File: config.mk
export PLATFORM = sky130hd
export DESIGN_NAME = hdr_ecc_ram
export DESIGN_NICKNAME = d
export VERILOG_FILES = /design/src/rtl/hdr_ecc_pkg.sv /design/src/rtl/hdr_ecc_enc.sv /design/src/rtl/hdr_ecc_dec.sv /design/src/rtl/hdr_ecc_inject.sv /design/src/rtl/hdr_ecc_ram.sv
export SDC_FILE = /design/constraint.sdc
export NUM_CORES = 2
export LEC_CHECK = 0
export ABC_AREA = 0
export BUFFER_PORTS_ARGS = -buffer_cell sky130_fd_sc_hd__buf_4
export CAP_MARGIN = 10
export CORE_MARGIN = 3
export CORE_UTILIZATION = 55
export CTS_BUF_LIST = sky130_fd_sc_hd__clkbuf_2 sky130_fd_sc_hd__clkbuf_4 sky130_fd_sc_hd__clkbuf_8
export DETAILED_ROUTE_END_ITERATION = 10
export HOLD_SLACK_MARGIN = 0.1
export PLACE_DENSITY = 0.72
export RECOVER_POWER = 100
export REMOVE_ABC_BUFFERS = 1
export SKIP_CTS_REPAIR_TIMING = 1
export SYNTH_ARGS = -nofsm -noshare
export SYNTH_HDL_FRONTEND = slang
export SYNTH_SLANG_ARGS = --single-unit
File: constraint.sdc
create_clock -name clk -period 12 [get_ports clk]
set_input_delay 0.6 -clock clk [delete_from_list [all_inputs] [get_ports clk]]
set_output_delay 0.6 -clock clk [all_outputs]
set_load 0.05 [all_outputs]
File: src/rtl/hdr_ecc_pkg.sv
package hdr_ecc_pkg;
  localparam int DATA_W  = 208;
  localparam int HAM_W   = 8;
  localparam int STORE_W = DATA_W + HAM_W + 1;  // parity at bit 216
  localparam int IDX_W   = 16;

  // Codeword position of header bit i: the (i+1)-th non-power-of-two from 3.
  function automatic int data_pos(int i);
    int n;
    int res;
    n   = 0;
    res = 0;
    for (int q = 3; q < 512; q++) begin
      if (((q & (q - 1)) != 0) && (res == 0)) begin
        if (n == i) res = q;
        n++;
      end
    end
    return res;
  endfunction

  // Header bits covered by Hamming check bit j.
  function automatic logic [DATA_W-1:0] cover_mask(int j);
    logic [DATA_W-1:0] m;
    int i;
    m = '0;
    i = 0;
    for (int q = 3; q < 512; q++) begin
      if (((q & (q - 1)) != 0) && (i < DATA_W)) begin
        m[i] = q[j];
        i++;
      end
    end
    return m;
  endfunction
endpackage

File: src/rtl/hdr_ecc_enc.sv
module hdr_ecc_enc
  import hdr_ecc_pkg::*;
(
  input  logic [DATA_W-1:0] data,
  output logic [HAM_W-1:0]  check
);
  for (genvar j = 0; j < HAM_W; j++) begin : g_chk
    localparam logic [DATA_W-1:0] MASK = cover_mask(j);
    assign check[j] = ^(data & MASK);
  end
endmodule

File: src/rtl/hdr_ecc_dec.sv
module hdr_ecc_dec
  import hdr_ecc_pkg::*;
(
  input  logic [STORE_W-1:0] word,
  output logic [DATA_W-1:0]  data_out,
  output logic               sec,
  output logic               ded,
  output logic [IDX_W-1:0]   bit_idx
);
  logic [DATA_W-1:0] raw;
  logic [HAM_W-1:0]  stored_chk;
  logic [HAM_W-1:0]  calc_chk;
  logic [HAM_W-1:0]  syn;
  logic              ovr;
  logic [DATA_W-1:0] hit;
  logic              data_hit;
  logic              code_hit;

  assign raw        = word[DATA_W-1:0];
  assign stored_chk = word[DATA_W +: HAM_W];

  hdr_ecc_enc u_recalc (.data(raw), .check(calc_chk));

  assign syn = stored_chk ^ calc_chk;
  assign ovr = ^word;

  for (genvar i = 0; i < DATA_W; i++) begin : g_hit
    localparam int POS = data_pos(i);
    assign hit[i] = (syn == HAM_W'(POS));
  end

  assign data_hit = |hit;
  // syndrome zero: parity bit flipped; one-hot: a check bit flipped
  assign code_hit = (syn == '0) || ((syn & (syn - 1'b1)) == '0);

  assign sec = ovr && (data_hit || code_hit);
  assign ded = (!ovr && (syn != '0)) || (ovr && !data_hit && !code_hit);

  assign data_out = sec ? (raw ^ hit) : raw;

  always_comb begin
    bit_idx = '0;
    if (sec) begin
      for (int i = 0; i < DATA_W; i++) begin
        if (hit[i]) bit_idx = IDX_W'(i);
      end
    end
  end
endmodule

File: src/rtl/hdr_ecc_inject.sv
module hdr_ecc_inject
  import hdr_ecc_pkg::*;
#(
  parameter int ROW_W = 4
) (
  input  logic               clk,
  input  logic               rst_n,
  input  logic               arm,
  input  logic [ROW_W-1:0]   arm_row,
  input  logic               arm_double,
  input  logic [IDX_W-1:0]   arm_a,
  input  logic [IDX_W-1:0]   arm_b,
  input  logic               crc_mode,
  input  logic               rx_en,
  input  logic               tx_en,
  input  logic               wr_fire,
  input  logic [ROW_W-1:0]   wr_row,
  output logic [STORE_W-1:0] flip_mask
);
  logic             armed_q;
  logic [ROW_W-1:0] row_q;
  logic             dbl_q;
  logic [IDX_W-1:0] a_q;
  logic [IDX_W-1:0] b_q;
  logic             hit;
  logic             allow;

  assign hit   = armed_q && wr_fire && (wr_row == row_q);
  assign allow = !crc_mode && (rx_en || tx_en);

  always_ff @(posedge clk or negedge rst_n) begin
    if (!rst_n) begin
      armed_q <= 1'b0;
      row_q   <= '0;
      dbl_q   <= 1'b0;
      a_q     <= '0;
      b_q     <= '0;
    end else if (arm) begin
      armed_q <= 1'b1;
      row_q   <= arm_row;
      dbl_q   <= arm_double;
      a_q     <= arm_a;
      b_q     <= arm_b;
    end else if (hit) begin
      armed_q <= 1'b0;
    end
  end

  for (genvar k = 0; k < STORE_W; k++) begin : g_mask
    assign flip_mask[k] = hit && allow &&
                          ((a_q == IDX_W'(k)) || (dbl_q && (b_q == IDX_W'(k))));
  end

  AST_ARM_ONCE: assert property (@(posedge clk) disable iff (!rst_n)
    (hit && !arm) |=> !armed_q);
endmodule

File: src/rtl/hdr_ecc_ram.sv
module hdr_ecc_ram
  import hdr_ecc_pkg::*;
#(
  parameter int DEPTH = 16,
  localparam int ROW_W = $clog2(DEPTH)
) (
  input  logic              clk,
  input  logic              rst_n,
  input  logic              req_valid,
  output logic              req_ready,
  input  logic              req_write,
  input  logic [ROW_W-1:0]  req_row,
  input  logic [DATA_W-1:0] req_data,
  output logic              resp_valid,
  input  logic              resp_ready,
  output logic [DATA_W-1:0] resp_data,
  output logic              resp_sec,
  output logic              resp_ded,
  input  logic              inj_arm,
  input  logic [ROW_W-1:0]  inj_row,
  input  logic              inj_double,
  input  logic [IDX_W-1:0]  inj_bit_a,
  input  logic [IDX_W-1:0]  inj_bit_b,
  input  logic              crc_mode,
  input  logic              rx_err_en,
  input  logic              tx_err_en,
  output logic              err_irq,
  output logic [ROW_W-1:0]  stat_row,
  output logic [IDX_W-1:0]  stat_bit
);
  logic [STORE_W-1:0] mem [DEPTH];
  logic               accept;
  logic               wr_fire;
  logic               rd_fire;
  logic [HAM_W-1:0]   wr_chk;
  logic [STORE_W-1:0] wr_word;
  logic [STORE_W-1:0] flip_mask;
  logic [STORE_W-1:0] rd_word;
  logic [DATA_W-1:0]  dec_data;
  logic               dec_sec;
  logic               dec_ded;
  logic [IDX_W-1:0]   dec_idx;

  assign req_ready = !resp_valid || resp_ready;
  assign accept    = req_valid && req_ready;
  assign wr_fire   = accept && req_write;
  assign rd_fire   = accept && !req_write;

  hdr_ecc_enc u_enc (.data(req_data), .check(wr_chk));

  hdr_ecc_inject #(.ROW_W(ROW_W)) u_inject (
    .clk        (clk),
    .rst_n      (rst_n),
    .arm        (inj_arm),
    .arm_row    (inj_row),
    .arm_double (inj_double),
    .arm_a      (inj_bit_a),
    .arm_b      (inj_bit_b),
    .crc_mode   (crc_mode),
    .rx_en      (rx_err_en),
    .tx_en      (tx_err_en),
    .wr_fire    (wr_fire),
    .wr_row     (req_row),
    .flip_mask  (flip_mask)
  );

  assign wr_word = {(^req_data) ^ (^wr_chk), wr_chk, req_data} ^ flip_mask;

  always_ff @(posedge clk) begin
    if (wr_fire) mem[req_row] <= wr_word;
  end

  assign rd_word = mem[req_row];

  hdr_ecc_dec u_dec (
    .word     (rd_word),
    .data_out (dec_data),
    .sec      (dec_sec),
    .ded      (dec_ded),
    .bit_idx  (dec_idx)
  );

  always_ff @(posedge clk or negedge rst_n) begin
    if (!rst_n) begin
      resp_valid <= 1'b0;
      resp_data  <= '0;
      resp_sec   <= 1'b0;
      resp_ded   <= 1'b0;
      err_irq    <= 1'b0;
      stat_row   <= '0;
      stat_bit   <= '0;
    end else begin
      err_irq <= rd_fire && (dec_sec || dec_ded);
      if (rd_fire) begin
        resp_valid <= 1'b1;
        resp_data  <= dec_data;
        resp_sec   <= dec_sec;
        resp_ded   <= dec_ded;
        if (dec_sec || dec_ded) begin
          stat_row <= req_row;
          stat_bit <= dec_idx;
        end
      end else if (resp_ready) begin
        resp_valid <= 1'b0;
      end
    end
  end

  AST_IRQ_WITH_ERR: assert property (@(posedge clk) disable iff (!rst_n)
    err_irq |-> (resp_valid && (resp_sec || resp_ded)));
  AST_SEC_DED_EXCL: assert property (@(posedge clk) disable iff (!rst_n)
    resp_valid |-> !(resp_sec && resp_ded));
  AST_RESP_HOLD: assert property (@(posedge clk) disable iff (!rst_n)
    (resp_valid && !resp_ready) |=> (resp_valid && $stable(resp_data) && $stable(resp_sec)));
  AST_STAT_ROW: assert property (@(posedge clk) disable iff (!rst_n)
    err_irq |-> (stat_row == $past(req_row)));
endmodule

# Yosys cells after proc, flatten, opt, wreduce, memory -nomap -nowiden
# Memories as Yosys holds them, arrays and structs flattened.
# Index checks and enable logic that the tools add are counted.
# Widths: inputs -> output; s select.
[word_totals]
n_memories = 1
register_bits = 270
wordCells = 1578
input_bits = 258
out_inout_bits = 233
ramBits = 3472
[op_classes]
eq_ne = 641
mux = 215
add_sub_neg = 1
reduce_logical = 703
bitwise = 5
[mem_list]
columns = ["name", "words", "width", "rd", "rd_ports_with_merged_regs", "write_ports", "line", "rtl"]
rows = [
  ["mem", 16, 217, 1, 0, 1, "hdr_ecc_ram.sv:31", "logic [STORE_W-1:0] mem [DEPTH];"],
]
[ops]
columns = ["operator", "n"]
rows = [
  ["$reduce_xor 208->1", 17],
  ["$eq 16x8->1 const B", 178],
  ["$eq 16x7->1 const B", 128],
  ["$eq 16x6->1 const B", 64],
  ["$eq 8x8->1 const B", 88],
  ["$mux 8", 80],
  ["$eq 16x5->1 const B", 32],
  ["$eq 8x7->1 const B", 63],
  ["$mux 7", 64],
  ["$logic_and 1x1->1", 446],
  ["$eq 16x4->1 const B", 16],
  ["$eq 8x6->1 const B", 31],
  ["$logic_or 1x1->1", 223],
  ["$reduce_xor 217->1", 1],
  ["$xor 217x217->217", 1],
  ["$mux 208", 1],
  ["$reduce_or 208->1", 1],
  ["$xor 208x208->208", 1],
  ["$mux 6", 32],
  ["$eq 16x3->1 const B", 8],
  ["$eq 8x5->1 const B", 15],
  ["$mux 5", 16],
  ["$eq 16x2->1 const B", 4],
  ["$eq 8x4->1 const B", 7],
  ["20 further kinds", 48],
]

# Logic depth before layout (Yosys ltp)
# An unclocked memory read counts as a cell.
[logic_depth]
depth_word = 212
depth_mapped = 27
mapped_depth_nobuf = 16

# Hierarchy
# Synthesis repeated with hierarchy kept, for this count alone.
[unflattened]
hier_cells = 8258
area_unflattened_um2 = 162193.1
[modules_own_cells]
columns = ["module", "cells_per_inst", "n_inst", "area_per_inst_um2", "seq_area_each_um2"]
rows = [
  ["hdr_ecc_ram", 5749, 1, 142180.1, 110065.6],
  ["hdr_ecc_enc", 381, 2, 3818.7, 0.0],
  ["hdr_ecc_dec", 998, 1, 6895.4, 0.0],
  ["hdr_ecc_inject", 749, 1, 5480.3, 950.9],
]

# Worst setup path after synthesis
# Ideal clock, no wire load.
[synth_timing]
kind = "input -> register"
startpoint = "input req_row[1]"
endpoint = "memory mem[8][0] in the netlist's numbering, enable pin"
slack_ps = -426
required_ps = 11202
arrival_time_ps = 11628
setup_time_ps = 798
cell_stages = 11
n_path_buf = 9
cell_sequence = "buf_4 > buf_6 > buf_2 > buf_4 > buf_2 > buf_4 > buf_2 > clkbuf_8 > clkbuf_4 > or3b_2 > nor2_1"
[synth_lines]
columns = ["element", "line", "rtl"]
rows = [
  ["from (decl)", "hdr_ecc_ram.sv:12", "input logic [ROW_W-1:0] req_row,"],
  ["to (decl)", "hdr_ecc_ram.sv:31", ""],
]
# Straight into the memory's write port.

# Worst setup path in the final report
[layout_timing]
startpoint = "input req_row[0]"
endpoint = "memory mem[0][46] in the netlist's numbering, enable pin"
# Straight into the memory's write port.

==> impl_metrics.csv <==
group,metric,value,unit
outcome,outcome,"complete, but fails checks",
outcome,violations,"capacitance limit, slew limit",
grt,grt_max_degree,195,
timing,tightest_slew,9300,ps
die,num_rows,196,
routing,antenna_left,0,
placed_design,dp_slack,3220,ps
routing,drt_wl_total,553,mm
placed_design,port_buffers,482,
cells_and_area,num-nets-final,9756,
die,ios,491,
worst_hold_path,hp-class,"input pin to register",
logic_synthesis,synthArstFlopShare,0.0702,
setup_path,critPathBufInv,4,
routing,vias,93300,
timing,setup_viol,0,
routing,viasPerCell,6.79,
cts,cts_made_buffers,593,
cts,cts_root_buf,"clkbuf_8",
setup_path,critPathKind,"input pin to register",
logic_synthesis,synth_edf_count,3472,
setup_path,max_stage_delay,5730,ps
placed_design,dp_hpwl,349,mm
cells_and_area,mostFrequentLayoutCells,"edfxtp_1, xnor2_1, mux4_2",
logic_synthesis,seq_area_frac_synth,0.700,
die,coreArea,0.286,mm²
routing,drc_errors,0,
timing,worst_slack,2020,ps
timing,rsz0062_at_grt,"false",
routing,firstDrtPassIters,8,
grt,grt_pass1_vias,88700,
logic_synthesis,synth_top_flop_cell,"edfxtp_1",
timing,finalMaxSlewViolations,3372,
routing,drt_iter0_drc,16200,
setup_path,end_kind,"register",
die,die_y,543,µm
logic_synthesis,yosys_register_bits,3734,
die,die_w,543,µm
cells_and_area,final_common_cell,"edfxtp_1",
cts,path_clk_slew,60,ps
die,dieArea,0.294,mm²
cts,htree_levels,6,
timing,finalHoldViolCount,0,
setup_path,crit_family,"buffers and inverters",
setup_path,cp.required,12830,ps
flow_run,cap_violations,106,
setup_path,start_kind,"input pin",
setup_path,cp_slowest_cell,"clkdlybuf4s25_1",
logic_synthesis,syn-instance-count,8357,
timing,timing.fmax,100,MHz
grt,grt-ovfl-total,0,
die,start_util,0.554,
setup_path,crit_path_cell_trace,"buf_16 -> clkbuf_1 -> or3b_2 -> nor2_1 -> clkdlybuf4s25_1 -> buf_4",
timing,timing.final.crit_share,0.832,
grt,grt_usage,0.370,
cts,tritoncts,"done",
cells_and_area,drive_above_1_share,0.242,
cells_and_area,syn_to_final_growth,12.8,%
grt,antenna_found_initial,26,
timing,period_needed,9980,ps
logic_synthesis,synth_cell_type_count,98,
logic_synthesis,syn-cell-area,0.158,mm²
logic_synthesis,synth_warnings,0,
logic_synthesis,syn-mean-instance-area,18.9,µm²
cts,clk_latency,1270,ps
routing,drt-wirelength-per-cell,40.2,µm
timing,relSlewSlack,-5.20,
placed_design,gp_congestion,1.06,
grt,grt_pass1_wl,739,mm
cts,clockBufferDepth,4,
setup_path,worstPathArrival,10810,ps
setup_path,cp_max_fo,85,
timing,skew,108,ps
cts,cts_sinks,3734,
[path summary, 6_finish.rpt]
path / start / end / slack [ps] / depth (start not counted)
worst max-delay path: req_row[0] / mem[0][46] / 2020 / 6
worst min-delay path: req_data[143] / mem[12][143] / 90 / 2
worst max register to register: resp_valid / mem[0][46] / 2690 / 6
worst min register to register: resp_data[98] / resp_data[98] / 480 / 2
max in group asynchronous: rst_n / resp_data[120] / 3700 / 5
min in group asynchronous: rst_n / resp_data[84] / 2680 / 4
[logic make-up after synthesis]
group           count (synthesis)  synth area share
compound gates                802            0.0331
xor+xnor                     1252            0.0768
fa+ha+maj                       1         0.0000632
buf+inv                       473            0.0210
flops                        3734             0.700
mux                          1002             0.140
other cells                     1         0.0000237
simple gates                 1092            0.0291
[cells in the mapped netlist, types with 5 or more instances]
master    instances  area [µm²]
mux4_1           51        1340
a22oi_2           6        75.1
xnor3_1          41         923
o211ai_1          6        45.0
nor2_1          163         612
buf_4            40         300
o22ai_1         224        1400
mux2_2           37         417
nor2b_1          14        87.6
nand2b_1         11        68.8
clkbuf_8         16         220
a22oi_1         264        1980
o21ai_1          81         405
edfxtp_1       3472      104000
nor4_1           11        68.8
nor4_4            5         106
nor2_2            5        31.3
buf_6            53         597
nand3_1          44         220
buf_2            89         445
mux4_2          900       20300
nand2_2           5        31.3
buf_1            23        86.3
nand2_1         752        2820
nand4_1          18         113
mux2i_1          10         100
inv_1             7        26.3
buf_8            17         255
a21oi_1          25         125
buf_12           32         641
clkbuf_1        193         724
xor2_1          218        1910
and3_1            5        31.3
xnor2_1         933        8170
o21ai_0         148         741
nor3_1           29         145
xnor3_2           8         190
dfrtp_1         262        6560
xnor2_2          37         602
[worst register-to-register path: stages (launching register included)]
cell,delay (ps)
dfrtp_1,400
nand2b_1,150
and3_1,330
or3b_2,550
nor2_1,170
clkdlybuf4s25_1,5730
buf_4,1470
[metrics by stage]
step | cell area (µm²) | setup TNS, ps | utilization | hold WS, ps | cells
2_1_floorplan | 155000 | -5720790 | - | 304 | 7898
3_3_place_gp | 166000 | 0 | 0.582 | 460 | 12400
3_5_place_dp | 166000 | 0 | 0.582 | 465 | 12400
4_1_cts | 178000 | 0 | 0.623 | -730 | 13500
5_1_grt | 179000 | 0 | 0.625 | 98.5 | 13700
6_report | 179000 | 0 | 0.625 | 85.9 | 13700
[per-layer routing]
metal / GRT usage / wire [µm] / vias up
li1: - / - / 35600
met1: 0.482 / 179000 / 47700
met2: 0.516 / 236000 / 8337
met3: 0.148 / 91000 / 1652
met4: 0.247 / 45800 / 12
met5: 0.00608 / 210 / -
[layout make-up]
class	count	area (µm²)
sequential	3734	111000
fill	20000	107000
multi-input combinational	4157	44300
clock buffer	850	10300
timing repair buffer	1005	6930
tap	3762	4710
clock inverter	208	1500
antenna	20	50.0
inverter	7	26.3
[flip-flops by register name, indices dropped and copies added, names as in the netlist]
signal	flops
u_inject.b_q	16
u_inject.a_q	16
err_irq	1
mem	3472
resp_sec	1
u_inject.dbl_q	1
stat_row	4
stat_bit	8
resp_data	208
resp_ded	1
resp_valid	1
u_inject.row_q	4
u_inject.armed_q	1
Power is left out: the tool's default activity adds up to more than one toggle a clock period on the data nets, which glitch-free logic cannot reach.
